==> src/rtl/apb_addr_guard_pkg.sv <==
package apb_addr_guard_pkg;

  // Register offsets on the diagnostic port
  localparam int unsigned OFF_ADDR = 0;
  localparam int unsigned OFF_MID  = 4;

  typedef enum logic [1:0] {
    RSEL_NONE = 2'd0,
    RSEL_ADDR = 2'd1,
    RSEL_MID  = 2'd2
  } regSel_e;

  // Strobes from control to datapath
  typedef struct packed {
    logic    capture;
    regSel_e readSel;
  } strobe_t;

endpackage

==> src/rtl/apb_addr_guard_ctrl.sv <==
module apb_addr_guard_ctrl
  import apb_addr_guard_pkg::*;
#(
  parameter int unsigned REG_AW = 4
) (
  input  logic              clk,
  input  logic              rstN,
  input  logic              busPsel,
  input  logic              busPenable,
  input  logic              missHit,
  input  logic              regPsel,
  input  logic              regPenable,
  input  logic              regPwrite,
  input  logic [REG_AW-1:0] regPaddr,
  output strobe_t           strobe,
  output logic              lockedQ,
  output logic              irq,
  output logic              missReady,
  output logic              regPready
);

  localparam logic [REG_AW-1:0] ADDR_OFF = REG_AW'(OFF_ADDR);
  localparam logic [REG_AW-1:0] MID_OFF  = REG_AW'(OFF_MID);

  logic busAccess;
  logic regRead;
  logic addrRead;
  logic violation;
  logic lockClr;

  assign busAccess = busPsel && busPenable;
  assign violation = busAccess && missHit;
  assign regRead   = regPsel && !regPwrite;
  assign addrRead  = regRead && regPenable && (regPaddr == ADDR_OFF);
  assign lockClr   = addrRead;

  always_comb begin
    strobe.capture = violation && !lockedQ;
    if (regRead && regPaddr == ADDR_OFF) begin
      strobe.readSel = RSEL_ADDR;
    end else if (regRead && regPaddr == MID_OFF) begin
      strobe.readSel = RSEL_MID;
    end else begin
      strobe.readSel = RSEL_NONE;
    end
  end

  // Freeze flag: capture sets it, a read of the address register clears it
  always_ff @(posedge clk or negedge rstN) begin
    if (!rstN) begin
      lockedQ <= 1'b0;
    end else if (strobe.capture) begin
      lockedQ <= 1'b1;
    end else if (lockClr) begin
      lockedQ <= 1'b0;
    end
  end

  assign irq       = violation;
  assign missReady = violation;
  assign regPready = regPsel && regPenable;

  // the interrupt appears only in an access phase
  a_r4_irq_access_only: assert property (@(posedge clk) disable iff (!rstN)
    irq |-> (busPsel && busPenable));

  // APB needs a setup phase, so the pulse never lasts two cycles
  a_r4_irq_single: assert property (@(posedge clk) disable iff (!rstN)
    irq |=> !irq);

  // releasing read frees the lock on the next edge
  a_r8_release: assert property (@(posedge clk) disable iff (!rstN)
    (addrRead && !strobe.capture) |=> !lockedQ);

  // an unfrozen violation always leads to the frozen state
  a_r5_lock_set: assert property (@(posedge clk) disable iff (!rstN)
    (violation && !lockedQ) |=> lockedQ);

endmodule

==> src/rtl/apb_addr_guard_dp.sv <==
module apb_addr_guard_dp
  import apb_addr_guard_pkg::*;
#(
  parameter int unsigned ADDR_W  = 32,
  parameter int unsigned MID_W   = 4,
  parameter int unsigned DATA_W  = 32,
  parameter int unsigned NUM_WIN = 4,
  parameter logic [NUM_WIN-1:0][ADDR_W-1:0] WIN_BASE = '0,
  parameter logic [NUM_WIN-1:0][ADDR_W-1:0] WIN_SIZE = '0
) (
  input  logic               clk,
  input  logic               rstN,
  input  strobe_t            strobe,
  input  logic               lockedQ,
  input  logic               busPsel,
  input  logic [ADDR_W-1:0]  busPaddr,
  input  logic [MID_W-1:0]   busMid,
  output logic [NUM_WIN-1:0] winSel,
  output logic               missHit,
  output logic [DATA_W-1:0]  missRdata,
  output logic [DATA_W-1:0]  regPrdata
);

  logic [NUM_WIN-1:0] winHit;
  logic [ADDR_W-1:0]  addrQ;
  logic [MID_W-1:0]   midQ;

  // One range comparator per window
  for (genvar g = 0; g < NUM_WIN; g++) begin : g_win
    logic [ADDR_W-1:0] offs;
    assign offs      = busPaddr - WIN_BASE[g];
    assign winHit[g] = (busPaddr >= WIN_BASE[g]) && (offs < WIN_SIZE[g]);
    assign winSel[g] = busPsel && winHit[g];
  end

  assign missHit   = busPsel && (winHit == '0);
  assign missRdata = '0;

  always_ff @(posedge clk or negedge rstN) begin
    if (!rstN) begin
      addrQ <= '0;
      midQ  <= '0;
    end else if (strobe.capture) begin
      addrQ <= busPaddr;
      midQ  <= busMid;
    end
  end

  always_comb begin
    unique case (strobe.readSel)
      RSEL_ADDR: regPrdata = DATA_W'(addrQ);
      RSEL_MID:  regPrdata = DATA_W'(midQ);
      default:   regPrdata = '0;
    endcase
  end

  // capture stores the transfer's address and master
  a_r5_capture: assert property (@(posedge clk) disable iff (!rstN)
    strobe.capture |=> (addrQ == $past(busPaddr)) && (midQ == $past(busMid)));

  // frozen registers hold
  a_r7_frozen: assert property (@(posedge clk) disable iff (!rstN)
    lockedQ |=> ($stable(addrQ) && $stable(midQ)));

  // windows do not overlap
  a_r1_onehot: assert property (@(posedge clk) disable iff (!rstN)
    $onehot0(winSel));

endmodule

==> src/rtl/apb_addr_guard.sv <==
module apb_addr_guard
  import apb_addr_guard_pkg::*;
#(
  parameter int unsigned ADDR_W  = 32,
  parameter int unsigned MID_W   = 4,
  parameter int unsigned DATA_W  = 32,
  parameter int unsigned REG_AW  = 4,
  parameter int unsigned NUM_WIN = 4,
  parameter logic [NUM_WIN-1:0][ADDR_W-1:0] WIN_BASE =
    {32'h4001_0000, 32'h4000_4000, 32'h4000_2000, 32'h4000_0000},
  parameter logic [NUM_WIN-1:0][ADDR_W-1:0] WIN_SIZE =
    {32'h0001_0000, 32'h0000_0400, 32'h0000_1000, 32'h0000_1000}
) (
  input  logic               clk,
  input  logic               rstN,
  input  logic               busPsel,
  input  logic               busPenable,
  input  logic [ADDR_W-1:0]  busPaddr,
  input  logic [MID_W-1:0]   busMid,
  output logic [NUM_WIN-1:0] winSel,
  output logic               missReady,
  output logic               missSlvErr,
  output logic [DATA_W-1:0]  missRdata,
  output logic               irq,
  input  logic               regPsel,
  input  logic               regPenable,
  input  logic               regPwrite,
  input  logic [REG_AW-1:0]  regPaddr,
  output logic               regPready,
  output logic [DATA_W-1:0]  regPrdata
);

  strobe_t strobe;
  logic    missHit;
  logic    lockedQ;

  apb_addr_guard_ctrl #(.REG_AW(REG_AW)) i_ctrl (
    .clk        (clk),
    .rstN       (rstN),
    .busPsel    (busPsel),
    .busPenable (busPenable),
    .missHit    (missHit),
    .regPsel    (regPsel),
    .regPenable (regPenable),
    .regPwrite  (regPwrite),
    .regPaddr   (regPaddr),
    .strobe     (strobe),
    .lockedQ    (lockedQ),
    .irq        (irq),
    .missReady  (missReady),
    .regPready  (regPready)
  );

  apb_addr_guard_dp #(
    .ADDR_W   (ADDR_W),
    .MID_W    (MID_W),
    .DATA_W   (DATA_W),
    .NUM_WIN  (NUM_WIN),
    .WIN_BASE (WIN_BASE),
    .WIN_SIZE (WIN_SIZE)
  ) i_dp (
    .clk       (clk),
    .rstN      (rstN),
    .strobe    (strobe),
    .lockedQ   (lockedQ),
    .busPsel   (busPsel),
    .busPaddr  (busPaddr),
    .busMid    (busMid),
    .winSel    (winSel),
    .missHit   (missHit),
    .missRdata (missRdata),
    .regPrdata (regPrdata)
  );

  assign missSlvErr = 1'b0;

  // an unmatched access phase is always completed
  a_r2_complete: assert property (@(posedge clk) disable iff (!rstN)
    (busPsel && busPenable && (winSel == '0)) |-> missReady);

  // a matched transfer never raises the interrupt
  a_r1_no_irq_on_hit: assert property (@(posedge clk) disable iff (!rstN)
    (winSel != '0) |-> !irq);

endmodule

==> config.mk <==
export PLATFORM = sky130hd
export DESIGN_NAME = apb_addr_guard
export DESIGN_NICKNAME = d
export VERILOG_FILES = /design/src/rtl/apb_addr_guard_pkg.sv /design/src/rtl/apb_addr_guard_ctrl.sv /design/src/rtl/apb_addr_guard_dp.sv /design/src/rtl/apb_addr_guard.sv
export SDC_FILE = /design/constraint.sdc
export NUM_CORES = 1
export LEC_CHECK = 0
export ABC_AREA = 1
export ABC_CLOCK_PERIOD_IN_PS = 3200
export BUFFER_PORTS_ARGS = -buffer_cell sky130_fd_sc_hd__buf_2
export CAP_MARGIN = 20
export CELL_PAD_IN_SITES_DETAIL_PLACEMENT = 1
export CELL_PAD_IN_SITES_GLOBAL_PLACEMENT = 1
export CORE_ASPECT_RATIO = 1.1
export CORE_MARGIN = 2
export CORE_UTILIZATION = 37
export CTS_CLUSTER_DIAMETER = 100
export CTS_CLUSTER_SIZE = 20
export DETAILED_ROUTE_END_ITERATION = 6
export GPL_TIMING_DRIVEN = 0
export PLACE_DENSITY_LB_ADDON = 0.1
export SLEW_MARGIN = 10
export SYNTH_ARGS = -nofsm -noshare
export SYNTH_HDL_FRONTEND = slang
export SYNTH_SLANG_ARGS = --single-unit
==> constraint.sdc <==
create_clock -name clk -period 3.2 [get_ports clk]
set_clock_uncertainty 0.15 [all_clocks]
set_input_delay 0.16 -clock clk [delete_from_list [all_inputs] [get_ports clk]]
set_output_delay 0.16 -clock clk [all_outputs]
set_load 0.1 [all_outputs]
==> results of run 1 <==
-- critical path, stage by stage --
cell	delay, ns
buf_2	0.14
inv_1	0.11
ha_1	0.30
nand2_1	0.10
nor2_1	0.25
nand2_1	0.11
nor2_1	0.11
nor2_1	0.06
nand2_1	0.13
nor2_2	0.07
nor2_4	0.17
buf_6	0.17
and2_1	0.18
buf_4	0.12
buf_2	0.41
-- worst max-delay path by stage --
stage,depth (start not counted),startpoint,endpoint
6_report,15,busPaddr[13],missReady
5_1_grt,15,busPaddr[13],missReady
4_1_cts,15,busPaddr[13],missReady
3_5_place_dp,15,busPaddr[13],missReady
3_3_place_gp,15,busPaddr[13],missReady
2_1_floorplan,15,busPaddr[13],missReady
-- synth_stat cells (all sizes together) --
library cell,count,share of area
a31o,1,0.0028
a31oi,1,0.0020
xor2,1,0.0051
clkbuf,3,0.0036
nand2,143,0.18
and2,2,0.0039
ha,1,0.0039
buf,49,0.12
nand3b,2,0.0047
dfrtp,37,0.29
inv,69,0.082
o21ai,7,0.011
xnor2,1,0.0028
conb,1,0.0012
nand3,28,0.054
a21oi,2,0.0032
nand4,40,0.079
o22ai,4,0.0079
nor4,1,0.0020
nor3,4,0.0063
nor2,86,0.13
-- through the flow --
stage | total power, mW | worst slack (ns)
finish | 2.02 | 0.299
global route | 2.18 | 0.121
CTS | 2.03 | 0.263
detailed placement | 1.66 | 0.299
global placement | 1.61 | 0.333
floorplan | 1.45 | 0.359
-- layout make-up --
type,instances,area (sq um),share of cell area
inverters,69,259,0.0629
clock inverters,2,13.8,0.00334
repair buffers,101,591,0.143
flip-flops and latches,37,926,0.225
clock buffers,6,82.6,0.0200
well taps,111,139,0.0337
multi-input cells,357,1710,0.414
plain buffers,52,404,0.0981
-- layer usage --
layer | global-route usage | wire, um | share of wire | up-vias
met5 | 0 | 0 | 0 | -
met4 | 0.0792 | 216 | 0.020 | 0
met3 | 0.0247 | 425 | 0.040 | 15
met2 | 0.438 | 5500 | 0.52 | 96
met1 | 0.287 | 4480 | 0.42 | 1636
li1 | - | - | - | 1724
-- power by group --
group / internal, mW / switching [mW]
Sequential: 0.699 / 0.126
Combinational: 0.245 / 0.599
Clock: 0.175 / 0.178
Total: 1.12 / 0.903
-- flip-flops by register name (all words and copies together) (netlist names) --
register and cells:
i_dp.addrQ 32, i_ctrl.lockedQ 1, i_dp.midQ 4
-- what timing repair did --
action | CTS | global route
endpoints found under the hold margin | 53 | 0
hold buffers | 17 | 0
endpoints found under the setup margin | 0 | 0
setup buffers | 0 | 0
-- cells by family after synthesis --
family / count (synthesis) / synth area share
compound gates: 15 / 0.0268
xor+xnor: 2 / 0.00790
fa+ha+maj: 1 / 0.00395
buf+inv: 121 / 0.209
flops: 37 / 0.292
other cells: 1 / 0.00118
simple gates: 306 / 0.459
==> impl_metrics.csv, run 1 <==
group,metric,value,unit
worst_setup_path,crit_fanout,10,
synthesis,synth_cells,483,
sta,fin_tns_setup,0,ns
sta,setup_viol,0,
sta,rsz0062_at_grt,"no",
grt,grt_pass1_wl,17500,um
synthesis,synth.distinct_cells,32,
worst_setup_path,r2r-end,"i_dp.addrQ[1]",
synthesis,yosysWarnings,0,
finish,fin_cells,735,
synthesis,yosysSeqAreaShare,0.292,
power,p_per_area,491,nW/um^2
cts,clk_pin_slew,0.08,ns
finish,drive_gt1_frac,0.277,
floorplan,fp-row-count,35,
worst_setup_path,worstSetupEndpointType,"output pin",
cts,cts_root_buf,"clkbuf_8",
synthesis,ys_ff_latch,37,
worst_setup_path,critical_path_class,"in -> out",
cts,cts_tree,"built",
worst_setup_path,r2r_setup_slack,1.70,ns
cts,cts_htree_levels,2,
finish,final_area,4120,sq um
finish,mostFrequentLayoutCells,"137 x nand2_1, 86 x buf_2, 66 x inv_1, 66 x nor2_1, 40 x nand4_1",
finish,syn_to_final_growth,30.0,%
power,p_leak,2.34,nW
cts,cts_buffers,5,
placement,place_congestion,0.945,
placement,dp.cells,710,
cts,numClockSinks,37,
grt,grt_max_degree,38,
floorplan,dieArea,9320,sq um
placement,dpl.hpwl,8300,um
job,drv_cap,0,
finish,fin_util,0.493,
cts,clock_latency,0.29,ns
cts,post_cts_resized,0,
floorplan,boundaryPins,119,
drt,route.vias.total,3471,
grt,grt_pass1_vias,3669,
cts,clockBufferDepth,2,
grt,grt_use_total,0.237,
worst_setup_path,r2r_start,"i_ctrl.lockedQ",
finish,diodes,0,
floorplan,die_h,101,um
synthesis,netlist_area,3170,sq um
drt,drtIter0Drc,101,
finish,num-fill-cells,1170,
grt,antenna_found_initial,0,
sta,period_share,0.907,
worst_setup_path,critPathArrivalTime,2.59,ns
worst_hold_path,whs_path_depth,3,
sta,hold_viol,0,
floorplan,core,8360,sq um
worst_setup_path,cp.required,2.89,ns
drt,viasPerCell,4.72,
worst_hold_path,whs_endpoint,"i_dp.addrQ[12]",
drt,route.detailed.drc,0,
drt,routedWlPerCell,14.4,um
sta,whs,0.0340,ns
floorplan,initial_core_util,0.379,
outcome,status,"finished, final reports clean",
finish,final_common_cell,"nand2_1",
drt,firstDrtPassIters,4,
sta,max_slew_margin,0.418,
power,ir_drop,0.178,mV
sta,clock.fmax,345,MHz
sta,tightest_slew,0.873,ns
grt,overflow,0,
sta,maxSlewViolCount,0,
placement,placed_cell_area,3850,sq um
finish,final_nets,671,
sta,period_needed,2.90,ns
synthesis,avgSynthCellArea,6.56,sq um
worst_setup_path,rr_worst_depth,4,
worst_setup_path,cp-start-kind,"primary input",
drt,antenna_left,0,
floorplan,die_w,92.2,um
drt,routed_wl,10600,um
placement,portBuffers,84,
worst_hold_path,hold_path.class,"in -> reg",
worst_hold_path,min_from,"busPaddr[12]",
No activity file was read; power rests on OpenSTA's default activity.
==> inputs of run 2 (changes only) <==
CORE_MARGIN = 3   (was 2)
==> run 2 against run 1 <==
Compared with the run above:
- register-to-register slack lost 0.03 ns
- core utilization rose by 1.4 points
- combinational power is 0.7% higher
- clock-buffer cell count unchanged
- hold slack worse by 0.012 ns
- clock power up 3%
- first-iteration DRC count increased by 51%
- sequential cell count did not move
- via count increased by 1.5%
- routed wire length rose by 4.4%
- sequential share of layout area barely moved
- cell count fell by 0.41%
- largest cell class unchanged
==> impl_metrics.csv, run 2 (synthesis gave the netlist of run 1 again) <==
group,metric,value,unit
placement,dpl.hpwl,8630,um
cts,clockBufferDepth,2,
worst_setup_path,critPathArrivalTime,2.51,ns
drt,antenna_left,0,
sta,maxSlewViolCount,0,
power,power,2.04,mW
cts,post_cts_resized,0,
finish,final_area,4120,sq um
finish,final_nets,671,
power,p_leak,2.34,nW
drt,viasPerCell,4.81,
sta,fin_ws,0.377,ns
worst_setup_path,cp.required,2.89,ns
finish,drive_gt1_frac,0.277,
floorplan,dieArea,9710,sq um
cts,cts_buffers,5,
sta,hold_viol,0,
grt,overflow,0,
cts,cts_root_buf,"clkbuf_8",
worst_setup_path,r2r_setup_slack,1.67,ns
worst_setup_path,critical_path_class,"in -> out",
worst_setup_path,crit_fanout,10,
drt,drtIter0Drc,153,
grt,grt_max_degree,38,
sta,whs,0.0218,ns
drt,firstDrtPassIters,4,
finish,top_register,"i_dp.addrQ",
floorplan,initial_core_util,0.390,
grt,grt_pass1_vias,3608,
placement,dp.cells,707,
finish,diodes,0,
placement,portBuffers,84,
floorplan,core,8130,sq um
finish,syn_to_final_growth,29.9,%
floorplan,boundaryPins,119,
sta,fin_tns_setup,0,ns
grt,grt_use_total,0.234,
drt,routedWlPerCell,15.1,um
worst_hold_path,hold_path.class,"in -> reg",
drt,routed_wl,11100,um
sta,rsz0062_at_grt,"no",
drt,route.detailed.drc,0,
power,p_per_area,495,nW/um^2
sta,tightest_slew,0.920,ns
cts,cts_htree_levels,2,
placement,place_ws,0.376,ns
finish,mostFrequentLayoutCells,"137 x nand2_1, 86 x buf_2, 66 x inv_1, 66 x nor2_1, 40 x nand4_1",
sta,setup_viol,0,
grt,grt_pass1_wl,17800,um
sta,clock.fmax,354,MHz
sta,period_needed,2.82,ns
cts,cts_tree,"built",
sta,max_slew_margin,0.386,
finish,largest_register_ffs,32,
outcome,status,"finished, final reports clean",
floorplan,die_w,94.2,um
cts,clock_latency,0.29,ns
cts,clk_pin_slew,0.08,ns
cts,numClockSinks,37,
drt,route.vias.total,3522,
sta,period_share,0.882,
worst_setup_path,cp-start-kind,"primary input",
grt,antenna_found_initial,0,
job,drv_cap,0,
power,ir_drop,0.192,mV
finish,top_regs,"i_dp.addrQ x32, i_dp.midQ x4, i_ctrl.lockedQ x1",
finish,final_common_cell,"nand2_1",
finish,num-fill-cells,1128,
floorplan,fp-row-count,34,
placement,placed_cell_area,3850,sq um
finish,fin_util,0.507,
finish,fin_cells,732,
floorplan,die_h,103,um
worst_setup_path,worstSetupEndpointType,"output pin",
placement,place_congestion,0.933,
[run 2: cell counts in the layout (fill, tap and decap cells not counted)]
No cell type changed its count.
[run 2: timing repair]
| item | CTS | global route |
|---|---|---|
| endpoints found under the hold margin | 53 | 0 |
| setup buffers | 0 | 0 |
| hold buffers | 17 | 0 |
[run 2: layout make-up]
type                    instances  area [sq um]  share of cell area
multi-input cells             357          1710               0.414
flip-flops and latches         37           926               0.225
repair buffers                101           591               0.143
plain buffers                  52           404              0.0982
inverters                      69           259              0.0629
well taps                     108           135              0.0328
clock buffers                   6          82.6              0.0201
clock inverters                 2          13.8             0.00334
[run 2: critical path, cell delays in order]
cell	delay (ns)
buf_2	0.14
inv_1	0.10
ha_1	0.23
nand2_1	0.11
nor2_1	0.21
nand2_1	0.10
nor2_1	0.13
nor2_1	0.06
nand2_1	0.18
nor2_2	0.08
nor2_4	0.14
buf_6	0.17
and2_1	0.18
buf_4	0.11
buf_2	0.41
[run 2: path summary, 6_finish.rpt]
path                                startpoint        endpoint  depth (start not counted)
worst min-delay path              busPaddr[18]  i_dp.addrQ[18]                          3
worst max-delay path              busPaddr[13]       missReady                         15
min in group asynchronous                 rstN  i_dp.addrQ[17]                          2
worst min register to register  i_dp.addrQ[29]  i_dp.addrQ[29]                          2
worst max register to register  i_ctrl.lockedQ   i_dp.addrQ[8]                          4
max in group asynchronous                 rstN  i_dp.addrQ[24]                          2
[run 2: where the power goes]
group / total, mW / leakage, nW / internal, mW / switching [mW]
logic: 0.851 / 1.83 / 0.245 / 0.606
clock network: 0.364 / 0.0512 / 0.175 / 0.189
registers: 0.823 / 0.458 / 0.699 / 0.124
total: 2.04 / 2.34 / 1.12 / 0.919
[run 2: metal layers]
layer | GRT usage | vias to the layer above | wire, um | share of wire
met4 | 0.0611 | 0 | 144 | 0.013
li1 | - | 1730 | - | -
met2 | 0.426 | 97 | 5600 | 0.51
met1 | 0.292 | 1685 | 4730 | 0.43
met5 | 0 | - | 0 | 0
met3 | 0.0285 | 10 | 598 | 0.054
